[src/rtl/dual_alarm_ctl.sv]
module dual_alarm_ctl #(
  parameter int AW = 3
) (
  input  logic          clk,
  input  logic          rst_n,
  input  logic [6:0]    cur_min,
  input  logic [5:0]    cur_hour,
  input  logic [2:0]    cur_wday,
  input  logic          min_tick,
  input  logic          reg_we,
  input  logic [AW-1:0] reg_addr,
  input  logic [7:0]    reg_wdata,
  output logic [7:0]    reg_rdata,
  output logic          irq_wk_n,
  output logic          irq_dy_n
);

  localparam logic [AW-1:0] A_WMIN = AW'(0);
  localparam logic [AW-1:0] A_WHR  = AW'(1);
  localparam logic [AW-1:0] A_WDAY = AW'(2);
  localparam logic [AW-1:0] A_DMIN = AW'(3);
  localparam logic [AW-1:0] A_DHR  = AW'(4);
  localparam logic [AW-1:0] A_CTL  = AW'(5);

  logic [6:0] wk_min, wk_mask, dy_min;
  logic [5:0] wk_hr, dy_hr;
  logic [1:0] en, flag, pv, peq;

  logic       ctl_wr;
  logic [1:0] en_nxt, clr, eq, hit;
  logic [7:0] mask8;

  assign ctl_wr = reg_we && (reg_addr == A_CTL);
  assign en_nxt = ctl_wr ? reg_wdata[1:0] : en;
  assign clr    = ctl_wr ? ~reg_wdata[5:4] : 2'b00;
  assign mask8  = {1'b0, wk_mask};

  assign eq[0] = (cur_min == wk_min) && (cur_hour == wk_hr) && mask8[cur_wday];
  assign eq[1] = (cur_min == dy_min) && (cur_hour == dy_hr);
  assign hit   = en & {2{min_tick}} & eq & ~(pv & peq);

  always_ff @(posedge clk or negedge rst_n) begin
    if (!rst_n) begin
      wk_min  <= '0;
      wk_hr   <= '0;
      wk_mask <= '0;
      dy_min  <= '0;
      dy_hr   <= '0;
    end else if (reg_we) begin
      case (reg_addr)
        A_WMIN:  wk_min  <= reg_wdata[6:0];
        A_WHR:   wk_hr   <= reg_wdata[5:0];
        A_WDAY:  wk_mask <= reg_wdata[6:0];
        A_DMIN:  dy_min  <= reg_wdata[6:0];
        A_DHR:   dy_hr   <= reg_wdata[5:0];
        default: ;
      endcase
    end
  end

  always_ff @(posedge clk or negedge rst_n) begin
    if (!rst_n) begin
      en   <= '0;
      flag <= '0;
      pv   <= '0;
      peq  <= '0;
    end else begin
      en   <= en_nxt;
      flag <= en_nxt & (hit | (flag & ~clr));
      if (min_tick) begin
        pv  <= en & en_nxt;
        peq <= eq;
      end else begin
        pv  <= pv & en_nxt;
      end
    end
  end

  always_comb begin
    case (reg_addr)
      A_WMIN:  reg_rdata = {1'b0, wk_min};
      A_WHR:   reg_rdata = {2'b0, wk_hr};
      A_WDAY:  reg_rdata = {1'b0, wk_mask};
      A_DMIN:  reg_rdata = {1'b0, dy_min};
      A_DHR:   reg_rdata = {2'b0, dy_hr};
      A_CTL:   reg_rdata = {2'b0, flag, 2'b0, en};
      default: reg_rdata = 8'h00;
    endcase
  end

  assign irq_wk_n = ~flag[0];
  assign irq_dy_n = ~flag[1];

  assert_wk_fall_on_tick_R3: assert property (@(posedge clk) disable iff (!rst_n)
    $fell(irq_wk_n) |-> $past(min_tick));

  assert_dy_fall_on_tick_R4: assert property (@(posedge clk) disable iff (!rst_n)
    $fell(irq_dy_n) |-> $past(min_tick));

  assert_wk_enable_quiet_R5: assert property (@(posedge clk) disable iff (!rst_n)
    (ctl_wr && reg_wdata[0] && !en[0]) |=> irq_wk_n);

  assert_dy_enable_quiet_R5: assert property (@(posedge clk) disable iff (!rst_n)
    (ctl_wr && reg_wdata[1] && !en[1]) |=> irq_dy_n);

  assert_wk_clear_R6: assert property (@(posedge clk) disable iff (!rst_n)
    (ctl_wr && !reg_wdata[4] && !hit[0]) |=> irq_wk_n);

  assert_dy_clear_R6: assert property (@(posedge clk) disable iff (!rst_n)
    (ctl_wr && !reg_wdata[5] && !hit[1]) |=> irq_dy_n);

  assert_wk_off_high_R8: assert property (@(posedge clk) disable iff (!rst_n)
    !en[0] |-> irq_wk_n);

  assert_dy_off_high_R8: assert property (@(posedge clk) disable iff (!rst_n)
    !en[1] |-> irq_dy_n);

  assert_set_wins_R9: assert property (@(posedge clk) disable iff (!rst_n)
    (hit[1] && en_nxt[1]) |=> !irq_dy_n);

  assert_no_retrig_R10: assert property (@(posedge clk) disable iff (!rst_n)
    (min_tick && pv[1] && peq[1] && !ctl_wr) |=> (irq_dy_n == $past(irq_dy_n)));

endmodule

[config.mk]
export PLATFORM = sky130hd
export DESIGN_NAME = dual_alarm_ctl
export DESIGN_NICKNAME = d
export VERILOG_FILES = /design/src/rtl/dual_alarm_ctl.sv
export SDC_FILE = /design/constraint.sdc
export NUM_CORES = 1
export LEC_CHECK = 0
export ABC_AREA = 1
export BUFFER_PORTS_ARGS = -buffer_cell sky130_fd_sc_hd__buf_2
export CAP_MARGIN = 10
export CORE_MARGIN = 8
export CORE_UTILIZATION = 53
export DETAILED_ROUTE_END_ITERATION = 8
export PLACE_DENSITY = 0.79
export SYNTH_ARGS = -nofsm -noshare
export SYNTH_HDL_FRONTEND = slang
export SYNTH_SLANG_ARGS = --single-unit
[constraint.sdc]
create_clock -name clk -period 1.8 [get_ports clk]
set_input_delay 0.09 -clock clk [delete_from_list [all_inputs] [get_ports clk]]
set_output_delay 0.09 -clock clk [all_outputs]
set_load 0.02 [all_outputs]
==> reports/qor.csv, run 1 <==
stage;metric;value;unit
cells_and_area;finalNetCount;392;
worst_setup_path;start_kind;register;
detailed_routing;drt_iter0_drc;109;
timing;timing.fmax;0.7298;GHz
logic_synthesis;synth_compound_area_share;18.01;%
timing;maxSlewViolCount;0;
worst_setup_path;worstPathMaxFanout;3;
cells_and_area;drive_gt1_share;22.44;%
worst_hold_path;hp-class;input port to register;
floorplan;design.die.area;0.006963;mm^2
timing;rsz0062_at_grt;no;
clock_tree;htree_num_levels;2;
global_routing;antenna_found_initial;0;
placed_design;globalplace.congestion;0.8533;
logic_synthesis;synth_nets;351;
logic_synthesis;synth_simple_gate_area_share;23.98;%
logic_synthesis;ys_top_cells_by_area;dfrtp_1 43%, nand2_1 17%, o21ai_2 7.6%, inv_1 7.0%, o21ai_1 3.1%;
detailed_routing;wl_per_cell;13.58;um
timing;fin_crit_sh;76.13;%
detailed_routing;vias_per_cell;5.051;
logic_synthesis;ys_seq_elements;41;
clock_tree;cts_root_buf;clkbuf_8;
logic_synthesis;synth_area;0.002411;mm^2
floorplan;fp.dieW;83.45;um
placed_design;place_inst;405;
global_routing;grt_util_all_layers;16.69;%
detailed_routing;drc;0;
timing;worst_pin_slew;0.5019;ns
cells_and_area;num-fill-cells;417;
floorplan;core_area;0.004384;mm^2
clock_tree;cts_max_path_buffers;2;
detailed_routing;vias;2086;
cells_and_area;diodes;0;
detailed_routing;ant_nets;0;
cells_and_area;final_core_util;62.01;%
worst_setup_path;worst_ep_arrival_time;1.28;ns
logic_synthesis;seq_area_frac_synth;42.55;%
power_and_ir_drop;p_leak;1.442;nW
global_routing;grt_pass1_wl;9625;um
worst_setup_path;path_class;register to primary output;
timing;hold_ws;0.08519;ns
timing;finalSetupTns;0;ns
clock_tree;clk_pin_slew;0.07;ns
clock_tree;cts_tree;done;
timing;setup_viol;0;
power_and_ir_drop;powerDensity;896.7;mW/mm^2
timing;setup_ws;0.4297;ns
placed_design;place_hpwl;4545;um
worst_setup_path;end_kind;primary output;
placed_design;port-buffer-count;38;
logic_synthesis;synthMuxAreaShare;0;%
global_routing;grt_max_degree;22;
clock_tree;postCtsSetupBuffers;0;
logic_synthesis;synthAdderAreaFrac;0;%
clock_tree;hold_buffers;1;
floorplan;ios;41;
floorplan;die_height;83.45;um
power_and_ir_drop;irDropWorstVdd;0.4882;mV
status;status;finished clean;
flow_run;maxCapViolCount;0;
worst_setup_path;crit_required;1.71;ns
cells_and_area;design_area;0.002719;mm^2
timing;period_needed;1.370;ns
timing;max_slew_margin;66.54;%
clock_tree;cts_resized;0;
logic_synthesis;synth_cell_type_count;24;
cells_and_area;finalNonFillerCells;413;
timing;hold_viol_final;0;
placed_design;place_area;0.002623;mm^2
clock_tree;cts_buffers;5;
floorplan;rows;24;
detailed_routing;totalWireLength;5609;um
clock_tree;clock_latency;0.29;ns
global_routing;grt_pass1_vias;2115;
timing;finalClockSkew;0.003479;ns
logic_synthesis;yosysWarnings;0;
detailed_routing;dr.pass1.iters;4;
power_and_ir_drop;finalPower;2.438;mW
logic_synthesis;synth_top_family_by_area;simple AND/OR/NAND/NOR gates;
logic_synthesis;synthXorXnorAreaFrac;4.722;%
placed_design;dp_slack;0.5608;ns
global_routing;grt-ovfl-total;0;
clock_tree;cts.sink_count;41;
cells_and_area;syn2layout_area_growth;12.77;%
logic_synthesis;avgSynthCellArea;7.535;um^2
logic_synthesis;syn_inst;320;
floorplan;start_util;54.99;%
logic_synthesis;synth.top_cell.area_share;42.55;%
logic_synthesis;synth_area_leader_cell;dfrtp_1;
[final timing paths]
check,startpoint,to,slack (ns),depth (start not counted)
min in group asynchronous,rst_n,wk_mask[4]$_DFFE_PN0P_,0.30,2
setup / recovery,dy_hr[1]$_DFFE_PN0P_,reg_rdata[1],0.43,5
hold reg to reg,peq[0]$_DFFE_PN0P_,peq[0]$_DFFE_PN0P_,0.48,2
setup reg to reg,wk_hr[2]$_DFFE_PN0P_,flag[0]$_DFF_PN0_,0.54,7
max in group asynchronous,rst_n,pv[0]$_DFF_PN0_,1.02,3
hold / removal,min_tick,peq[1]$_DFFE_PN0P_,0.09,3
[routing by layer]
| layer | up-vias | track usage [%] | part of all wire [%] |
|---|---|---|---|
| met4 | 0 | 7.064 | 1.8 |
| li1 | 1080 | - | - |
| met2 | 50 | 26.52 | 48 |
| met5 | - | 0 | 0 |
| met3 | 8 | 5.176 | 5.8 |
| met1 | 948 | 20.36 | 44 |
[placed cells by master, fill, tap and decap left out, types with 2 or more instances in the layout]
cell type and n:
a21oi_1 10, a22oi_1 5, buf_2 38, clkbuf_8 6
dfrtp_1 41, inv_1 45, inv_2 6, nand2_1 106
nand2_2 6, nand3_1 12, nor2_1 14, nor2_2 2
o211ai_1 5, o21ai_0 7, o21ai_1 15, o21ai_2 21
xnor2_1 6, xor2_1 7
[layout make-up]
type,count,area (um^2),area share (%)
well taps,52,65.06,2.393
multi-input cells,222,1130,41.56
clock buffers,7,86.33,3.175
flip-flops and latches,41,1026,37.74
inverters,51,191.4,7.041
repair buffers,40,220.2,8.099
[critical path: stages, from the launching register on]
cell and delay [ns]:
dfrtp_1 0.41, nand2_1 0.08, o21ai_0 0.07, a21oi_1 0.14
o211ai_1 0.11, buf_2 0.17
[cell usage after synthesis]
master       n
a21oi_1     10
a22oi_1      5
buf_4        1
buf_6        5
conb_1       1
dfrtp_1     41
inv_1       45
inv_2        6
nand2_1    106
nand2_2      6
nand3_1     12
nand4_1      1
nor2_1      14
nor2_2       2
nor3_1       1
o2111ai_1    1
o211ai_1     5
o21ai_0      7
o21ai_1     15
o21ai_2     21
o22ai_1      1
or2_2        1
xnor2_1      6
xor2_1       7
[state kept, by name, summed over array words and instances (netlist names)]
register  count
wk_mask       7
pv            2
dy_min        7
peq           2
en            2
wk_min        7
wk_hr         6
flag          2
dy_hr         6
[kinds of logic (layout without fill, tap and decap cells)]
family          count (synthesis)  in the layout
other cells                     1              1
compound gates                 65             65
xor+xnor                       13             13
flops                          41             41
buf+inv                        57             98
simple gates                  143            143
[report_power, final]
part / switching, mW / internal, mW / total (mW)
Clock: 0.296 / 0.304 / 0.601
Sequential: 0.137 / 1.08 / 1.21
Combinational: 0.367 / 0.256 / 0.622
Total: 0.800 / 1.64 / 2.44
No activity file was read; power rests on OpenSTA's default activity.
==> run 2, diff against run 1 <==
ABC_AREA = 0   (was 1)
CORE_UTILIZATION = 50   (was 53)
clock period = 1.13 ns   (was 1.8 ns; I/O delays follow)
==> run 2 against run 1 <==
Net effect:
- the run now ends with negative setup slack left
- clock power grew 80%
- area after synthesis fell by 4.9%
- combinational power increased to 2.9 times the previous value
- register-to-register slack got worse by 0.89 ns
- flip-flop and latch count unchanged
- cell count fell by 16%
- clock skew increased by 0.0048 ns
- utilization increased by 13 points
- die area increased by 0.67%
- largest cell class unchanged
==> reports/qor.csv, run 2 <==
stage;metric;value;unit;change
detailed_routing;drc;0;;unchanged
timing;hold_viol_final;0;;unchanged
detailed_routing;dr.pass1.iters;4;;unchanged
cells_and_area;final_core_util;74.71;%;+13 points
logic_synthesis;synthMuxAreaShare;24.39;%;+24 points
logic_synthesis;synthArstFlopShare;100.0;%;unchanged
logic_synthesis;synthTopCellsByCount;42 x mux2_2, 41 x dfrtp_1, 21 x xor2_1;;
cells_and_area;top_regs;dy_min x7, wk_mask x7, wk_min x7;;
timing;hold_ws;0.02015;ns;-0.06505 ns
clock_tree;cts_max_path_buffers;2;;unchanged
logic_synthesis;synth_nets;224;;-36%
worst_hold_path;hp-class;input port to register;;
timing;maxSlewViolCount;0;;unchanged
logic_synthesis;synth_simple_gate_area_share;9.656;%;-14 points
cells_and_area;final_common_cell;buf_4;;
logic_synthesis;synth_cell_type_count;40;;+67%
detailed_routing;totalWireLength;6978;um;+24%
clock_tree;clock_latency;0.30;ns;about the same
logic_synthesis;seq_area_frac_synth;44.74;%;+2.2 points
cells_and_area;drive_gt1_share;57.63;%;+35 points
floorplan;design.die.area;0.007010;mm^2;+0.67%
detailed_routing;vias_per_cell;5.666;;+12%
timing;finalClockSkew;0.008234;ns;+0.004755 ns
placed_design;globalplace.congestion;0.9766;;+14%
floorplan;core_area;0.004384;mm^2;unchanged
clock_tree;clk_pin_slew;0.08;ns;about the same
cells_and_area;num-fill-cells;311;;-25%
logic_synthesis;synthAdderAreaFrac;0;%;unchanged
detailed_routing;vias;1966;;-5.8%
worst_setup_path;regToRegStartpoint;dy_min[0]$_DFFE_PN0P_;;
status;status;complete, but fails checks;;
logic_synthesis;ys_seq_elements;41;;unchanged
logic_synthesis;synth_top_family_by_area;multiplexers;;
cells_and_area;syn2layout_area_growth;42.83;%;
logic_synthesis;yosysWarnings;0;;unchanged
floorplan;rows;24;;unchanged
logic_synthesis;yosysMostFrequentCell;mux2_2;;
clock_tree;cts_root_buf;clkbuf_8;;
detailed_routing;wl_per_cell;20.11;um;+48%
timing;period_needed;1.681;ns;
worst_setup_path;endpoint;reg_rdata[3];;
cells_and_area;finalNetCount;325;;-17%
global_routing;grt_pass1_wl;11100;um;+15%
timing;timing.fmax;0.5949;GHz;
logic_synthesis;ys_top_cells_by_area;dfrtp_1 45%, mux2_2 21%, xor2_1 8.0%, mux2i_1 2.6%, xnor2_1 1.9%;;
worst_setup_path;rr_endpoint;flag[1]$_DFF_PN0_;;
global_routing;grt_pass1_vias;2165;;+2.4%
global_routing;grt_max_degree;42;;+91%
worst_setup_path;end_kind;primary output;;
worst_setup_path;start_kind;register;;
clock_tree;htree_num_levels;2;;unchanged
logic_synthesis;synth_area;0.002293;mm^2;-4.9%
logic_synthesis;synth_area_leader_cell;dfrtp_1;;
cells_and_area;multi_input_area;0.001329;mm^2;+18%
logic_synthesis;synthFlopType;dfrtp_1;;
global_routing;grt-ovfl-total;0;;unchanged
worst_setup_path;crit_required;1.07;ns;-0.64 ns
flow_run;maxCapViolCount;0;;unchanged
timing;setup_ws;-0.5508;ns;-0.9806 ns
logic_synthesis;synth_compound_area_share;8.238;%;-9.8 points
placed_design;place_inst;324;;-20%
floorplan;ios;41;;unchanged
logic_synthesis;synth_edf_count;0;;unchanged
status;violations;negative setup slack;;
global_routing;grt_util_all_layers;19.48;%;+2.8 points
clock_tree;cts_buffers;5;;unchanged
worst_setup_path;crit_start;wk_mask[3]$_DFFE_PN0P_;;
detailed_routing;ant_nets;0;;unchanged
floorplan;start_util;52.31;%;-2.7 points
placed_design;port-buffer-count;38;;unchanged
logic_synthesis;synthXorXnorAreaFrac;9.929;%;+5.2 points
clock_tree;cts_tree;done;;
power_and_ir_drop;p_leak;1.522;nW;+5.6%
timing;setup_viol;11;;+11
placed_design;dp_slack;-0.3544;ns;-0.9151 ns
detailed_routing;drt_iter0_drc;161;;+48%
worst_setup_path;path_class;register to primary output;;
worst_setup_path;worst_r2r_path_depth;5;;-2
logic_synthesis;syn_inst;193;;-40%
timing;fin_crit_sh;148.7;%;
timing;rsz0062_at_grt;yes;;
cells_and_area;final-seq-area;0.001026;mm^2;unchanged
power_and_ir_drop;powerDensity;1489;mW/mm^2;+66%
floorplan;fp.dieW;83.73;um;+0.34%
cells_and_area;diodes;0;;unchanged
worst_hold_path;min_path_cells;2;;-1
cells_and_area;layout_common_cells;60 x buf_4, 41 x dfrtp_1, 39 x mux2_2, 32 x buf_2, 20 x xor2_1;;
cells_and_area;finalNonFillerCells;347;;-16%
clock_tree;cts.sink_count;41;;unchanged
worst_setup_path;worst_ep_arrival_time;1.62;ns;+0.34 ns
worst_setup_path;worstPathMaxFanout;2;;-1
floorplan;die_height;83.73;um;+0.34%
placed_design;place_hpwl;4932;um;+8.5%
logic_synthesis;avgSynthCellArea;11.88;um^2;+58%
logic_synthesis;synth.top_cell.area_share;44.74;%;+2.2 points
power_and_ir_drop;irDropWorstVdd;1.045;mV;+110%
global_routing;antenna_found_initial;0;;unchanged
worst_setup_path;r2r_slack;-0.35;ns;-0.89 ns
==> run 2: changes by cell type in the layout (fill, tap and decap cells not counted), sizes merged, moves of 9 or more <==
cell / delta
nor2: -9
inv: -47
xor2: +14
mux2: +42
o21ai: -41
buf: +62
nand2: -105
==> run 2: metal layers <==
metal	GRT usage (%)	vias up	share of wire (%)
met2	31.16	67	49
met1	24.91	978	44
met4	6.279	0	1.5
met3	4.883	10	5.5
li1	-	911	-
met5	0	-	0
==> run 2: cells by family (layout without fill, tap and decap cells) <==
family / after synthesis / count (layout)
simple gates: 39 / 39
other cells: 1 / 1
xor+xnor: 26 / 26
compound gates: 25 / 25
mux: 49 / 49
buf+inv: 12 / 114
flops: 41 / 41
==> run 2: power breakdown <==
| part | switching (mW) | leakage (nW) | total [mW] | internal, mW |
|---|---|---|---|---|
| Clock | 0.530 | 0.0542 | 1.08 | 0.553 |
| Combinational | 0.783 | 0.965 | 1.81 | 1.03 |
| Sequential | 0.224 | 0.503 | 1.98 | 1.75 |
==> run 2: layout make-up <==
type	instances	area share, %
tap	52	1.986
sequential	41	31.32
inverter	4	0.4584
clock buffer	7	2.941
timing repair buffer	102	22.57
multi-input combinational	140	40.57
clock inverter	1	0.1528
==> run 2: how the worst min path moves through the flow <==
| stage | startpoint | to | slack [ns] |
|---|---|---|---|
| floorplan | rst_n | dy_hr[0]$_DFFE_PN0P_ | -0.24 |
| CTS | reg_wdata[6] | wk_min[6]$_DFFE_PN0P_ | 0.01 |
| global placement | rst_n | pv[0]$_DFF_PN0_ | 0.05 |
| detailed placement | rst_n | pv[0]$_DFF_PN0_ | 0.05 |
| finish | reg_wdata[6] | wk_min[6]$_DFFE_PN0P_ | 0.02 |
| global route | reg_wdata[6] | wk_min[6]$_DFFE_PN0P_ | 0.02 |
==> run 2: worst max-delay path, stage by stage, from the launching register on <==
cell and delay, ns:
dfrtp_1 0.39, mux4_2 0.46, nor2b_4 0.15, a31o_4 0.20
buf_6 0.13
==> run 2: what timing repair did <==
action	4_1_cts	5_1_grt
endpoints found under the hold margin	41	0
endpoints found under the setup margin	11	12
buffers inserted	13	2
pin swaps	12	6
hold buffers	1	0
gates resized for setup	22	15
==> run 2: through the flow <==
step           cell area (um^2)  TNS, ns  power [mW]
2_1_floorplan              2290  -0.2959       2.730
3_3_place_gp               2887   -5.012       3.345
3_5_place_dp               2887   -5.911       3.389
4_1_cts                    3179   -3.686       4.744
5_1_grt                    3276   -4.491       5.105
6_report                   3276   -3.694       4.876
==> run 3, diff against run 2 <==
CORE_ASPECT_RATIO = 0.5   (was unset)
==> run 3 against run 2 <==
Net effect:
- the flow still finishes with violations (negative setup slack)
- die area is 1.9% higher
- combinational power hardly changed
- critical path depth stayed put
- flip-flop and latch count stayed put
- global-route usage is 1.1 points higher
- final area is 0.84% higher
- wire length is 8.5% higher
- fmax hardly changed
- clock power hardly changed
- total power is 0.66% higher
- sequential power hardly changed
- via count is 3.8% higher
- largest cell class unchanged
==> reports/qor.csv, run 3 (same netlist as run 2, synthesis figures left out) <==
stage;metric;value;unit;change
timing;rsz0062_at_grt;yes;;
detailed_routing;ant_nets;0;;unchanged
status;violations;negative setup slack;;
timing;period_needed;1.681;ns;+0.0004780 ns
floorplan;rows;17;;-29%
power_and_ir_drop;powerDensity;1486;mW/mm^2;-0.18%
timing;finalClockSkew;0.01069;ns;+0.002456 ns
clock_tree;cts_buffers;5;;unchanged
timing;fin_crit_sh;148.8;%;about the same
timing;timing.fmax;0.5948;GHz;about the same
cells_and_area;diodes;0;;unchanged
worst_setup_path;cpMaxStageDelayCell;mux4_2;;
timing;hold_viol_final;0;;unchanged
floorplan;fp.dieW;111.8;um;+34%
timing;maxSlewViolCount;0;;unchanged
placed_design;port-buffer-count;38;;unchanged
timing;setup_ws;-0.5513;ns;-0.0004780 ns
clock_tree;clock_latency;0.30;ns;about the same
cells_and_area;finalNetCount;326;;+0.31%
detailed_routing;vias_per_cell;5.782;;+2.1%
worst_setup_path;worstPathMaxFanout;2;;unchanged
floorplan;start_util;52.09;%;-0.22 points
worst_setup_path;endpoint;reg_rdata[3];;
worst_setup_path;worst_ep_arrival_time;1.62;ns;about the same
worst_setup_path;r2r_slack;-0.50;ns;-0.15 ns
clock_tree;cts.sink_count;41;;unchanged
cells_and_area;top_regs;dy_min x7, wk_mask x7, wk_min x7;;
global_routing;grt_pass1_vias;2154;;-0.51%
cells_and_area;syn2layout_area_growth;44.03;%;
worst_setup_path;crit_required;1.07;ns;about the same
worst_setup_path;path_cells;mux4_2 > nor2b_4 > a31o_4 > buf_6;;
worst_setup_path;rr_endpoint;flag[1]$_DFF_PN0_;;
power_and_ir_drop;finalPower;4.908;mW;+0.66%
placed_design;globalplace.congestion;0.9562;;-2.1%
cells_and_area;drive_gt1_share;58.45;%;+0.82 points
floorplan;ios;41;;unchanged
worst_setup_path;worst_r2r_path_depth;7;;+2
worst_setup_path;regToRegStartpoint;dy_min[3]$_DFFE_PN0P_;;
clock_tree;cts_root_buf;clkbuf_8;;
timing;setup_viol;11;;unchanged
clock_tree;htree_num_levels;2;;unchanged
floorplan;die_height;63.89;um;-24%
power_and_ir_drop;irDropWorstVdd;0.9743;mV;-6.7%
global_routing;grt_max_degree;42;;unchanged
detailed_routing;vias;2041;;+3.8%
global_routing;grt_util_all_layers;20.59;%;+1.1 points
worst_hold_path;hp-class;input port to register;;
placed_design;place_hpwl;5182;um;+5.1%
worst_setup_path;crit_start;wk_mask[3]$_DFFE_PN0P_;;
timing;finalSetupTns;-3.959;ns;-0.2651 ns
detailed_routing;wl_per_cell;21.46;um;+6.7%
clock_tree;cts_tree;done;;
detailed_routing;dr.pass1.iters;5;;+1
cells_and_area;final_core_util;75.02;%;+0.31 points
cells_and_area;layout_common_cells;58 x buf_4, 41 x dfrtp_1, 39 x mux2_2, 33 x buf_2, 19 x xor2_1;;
worst_setup_path;start_kind;register;;
detailed_routing;totalWireLength;7574;um;+8.5%
power_and_ir_drop;p_leak;1.523;nW;+0.10%
flow_run;maxCapViolCount;0;;unchanged
worst_setup_path;path_class;register to primary output;;
floorplan;design.die.area;0.007142;mm^2;+1.9%
clock_tree;cts_max_path_buffers;2;;unchanged
detailed_routing;drt_iter0_drc;155;;-3.7%
clock_tree;clk_pin_slew;0.08;ns;about the same
cells_and_area;num-fill-cells;271;;-13%
worst_setup_path;end_kind;primary output;;
floorplan;core_area;0.004403;mm^2;+0.43%
status;status;complete, but fails checks;;
global_routing;grt_pass1_wl;11500;um;+3.6%
global_routing;antenna_found_initial;0;;unchanged
global_routing;grt-ovfl-total;0;;unchanged
detailed_routing;drc;0;;unchanged
worst_setup_path;cpPeakStageDelay;0.46;ns;about the same
cells_and_area;final_common_cell;buf_4;;
## run 3: worst min-delay path by stage
stage / from / end / slack [ns] / depth (start not counted)
floorplan: rst_n / dy_hr[0]$_DFFE_PN0P_ / -0.24 / 0
global placement: rst_n / dy_min[6]$_DFFE_PN0P_ / 0.04 / 2
detailed placement: rst_n / dy_min[6]$_DFFE_PN0P_ / 0.05 / 2
CTS: reg_wdata[6] / wk_min[6]$_DFFE_PN0P_ / 0.02 / 2
global route: reg_wdata[6] / wk_min[6]$_DFFE_PN0P_ / 0.05 / 2
finish: reg_wdata[6] / wk_min[6]$_DFFE_PN0P_ / 0.04 / 2
## run 3: layout make-up
cell class	instances	area [um^2]	area share, %
clock buffer	7	96.34	2.917
multi-input combinational	140	1338	40.49
timing repair buffer	103	752.0	22.77
sequential	41	1026	31.06
tap	57	71.32	2.159
clock inverter	1	5.005	0.1515
inverter	4	15.01	0.4545
## run 3: metal layers
layer,GRT usage [%],up-vias,wire length [um]
met5,0,-,0
met2,34.01,85,3570
met4,8.769,0,193
li1,-,915,-
met3,4.588,21,582
met1,25.82,1020,3228
## run 3: what timing repair did
| action | CTS | global route |
|---|---|---|
| pin swaps | 16 | 9 |
| gates resized for setup | 28 | 13 |
| endpoints found under the hold margin | 41 | 0 |
| endpoints found under the setup margin | 11 | 24 |
| setup buffers | 9 | 4 |
| hold buffers | 1 | 0 |
## run 3: report_power, final
group	internal, mW	switching (mW)	total [mW]
Combinational	1.02	0.806	1.82
Clock	0.553	0.528	1.08
Sequential	1.75	0.250	2.00
Total	3.32	1.58	4.91
## run 3: worst max-delay path, delay by kind of cell (launching register included)
kind | cells | cell delay (ns)
AO/OA/AOI/OAI | 1 | 0.20
buffers and inverters | 1 | 0.12
flip-flops | 1 | 0.40
multiplexers | 1 | 0.46
AND/OR/NAND/NOR | 1 | 0.14
## run 3: stage by stage
| step | cells | setup WS [ns] | hold slack, ns | area (um^2) |
|---|---|---|---|---|
| final | 353 | -0.5513 | 0.04451 | 3303 |
| after global routing | 353 | -0.5787 | 0.05352 | 3303 |
| after CTS | 349 | -0.5889 | 0.02207 | 3198 |
| after detailed placement | 331 | -0.3576 | 0.04891 | 2908 |
| after global placement | 331 | -0.2791 | 0.04096 | 2908 |
| after floorplan | 193 | -0.1403 | -0.2391 | 2290 |
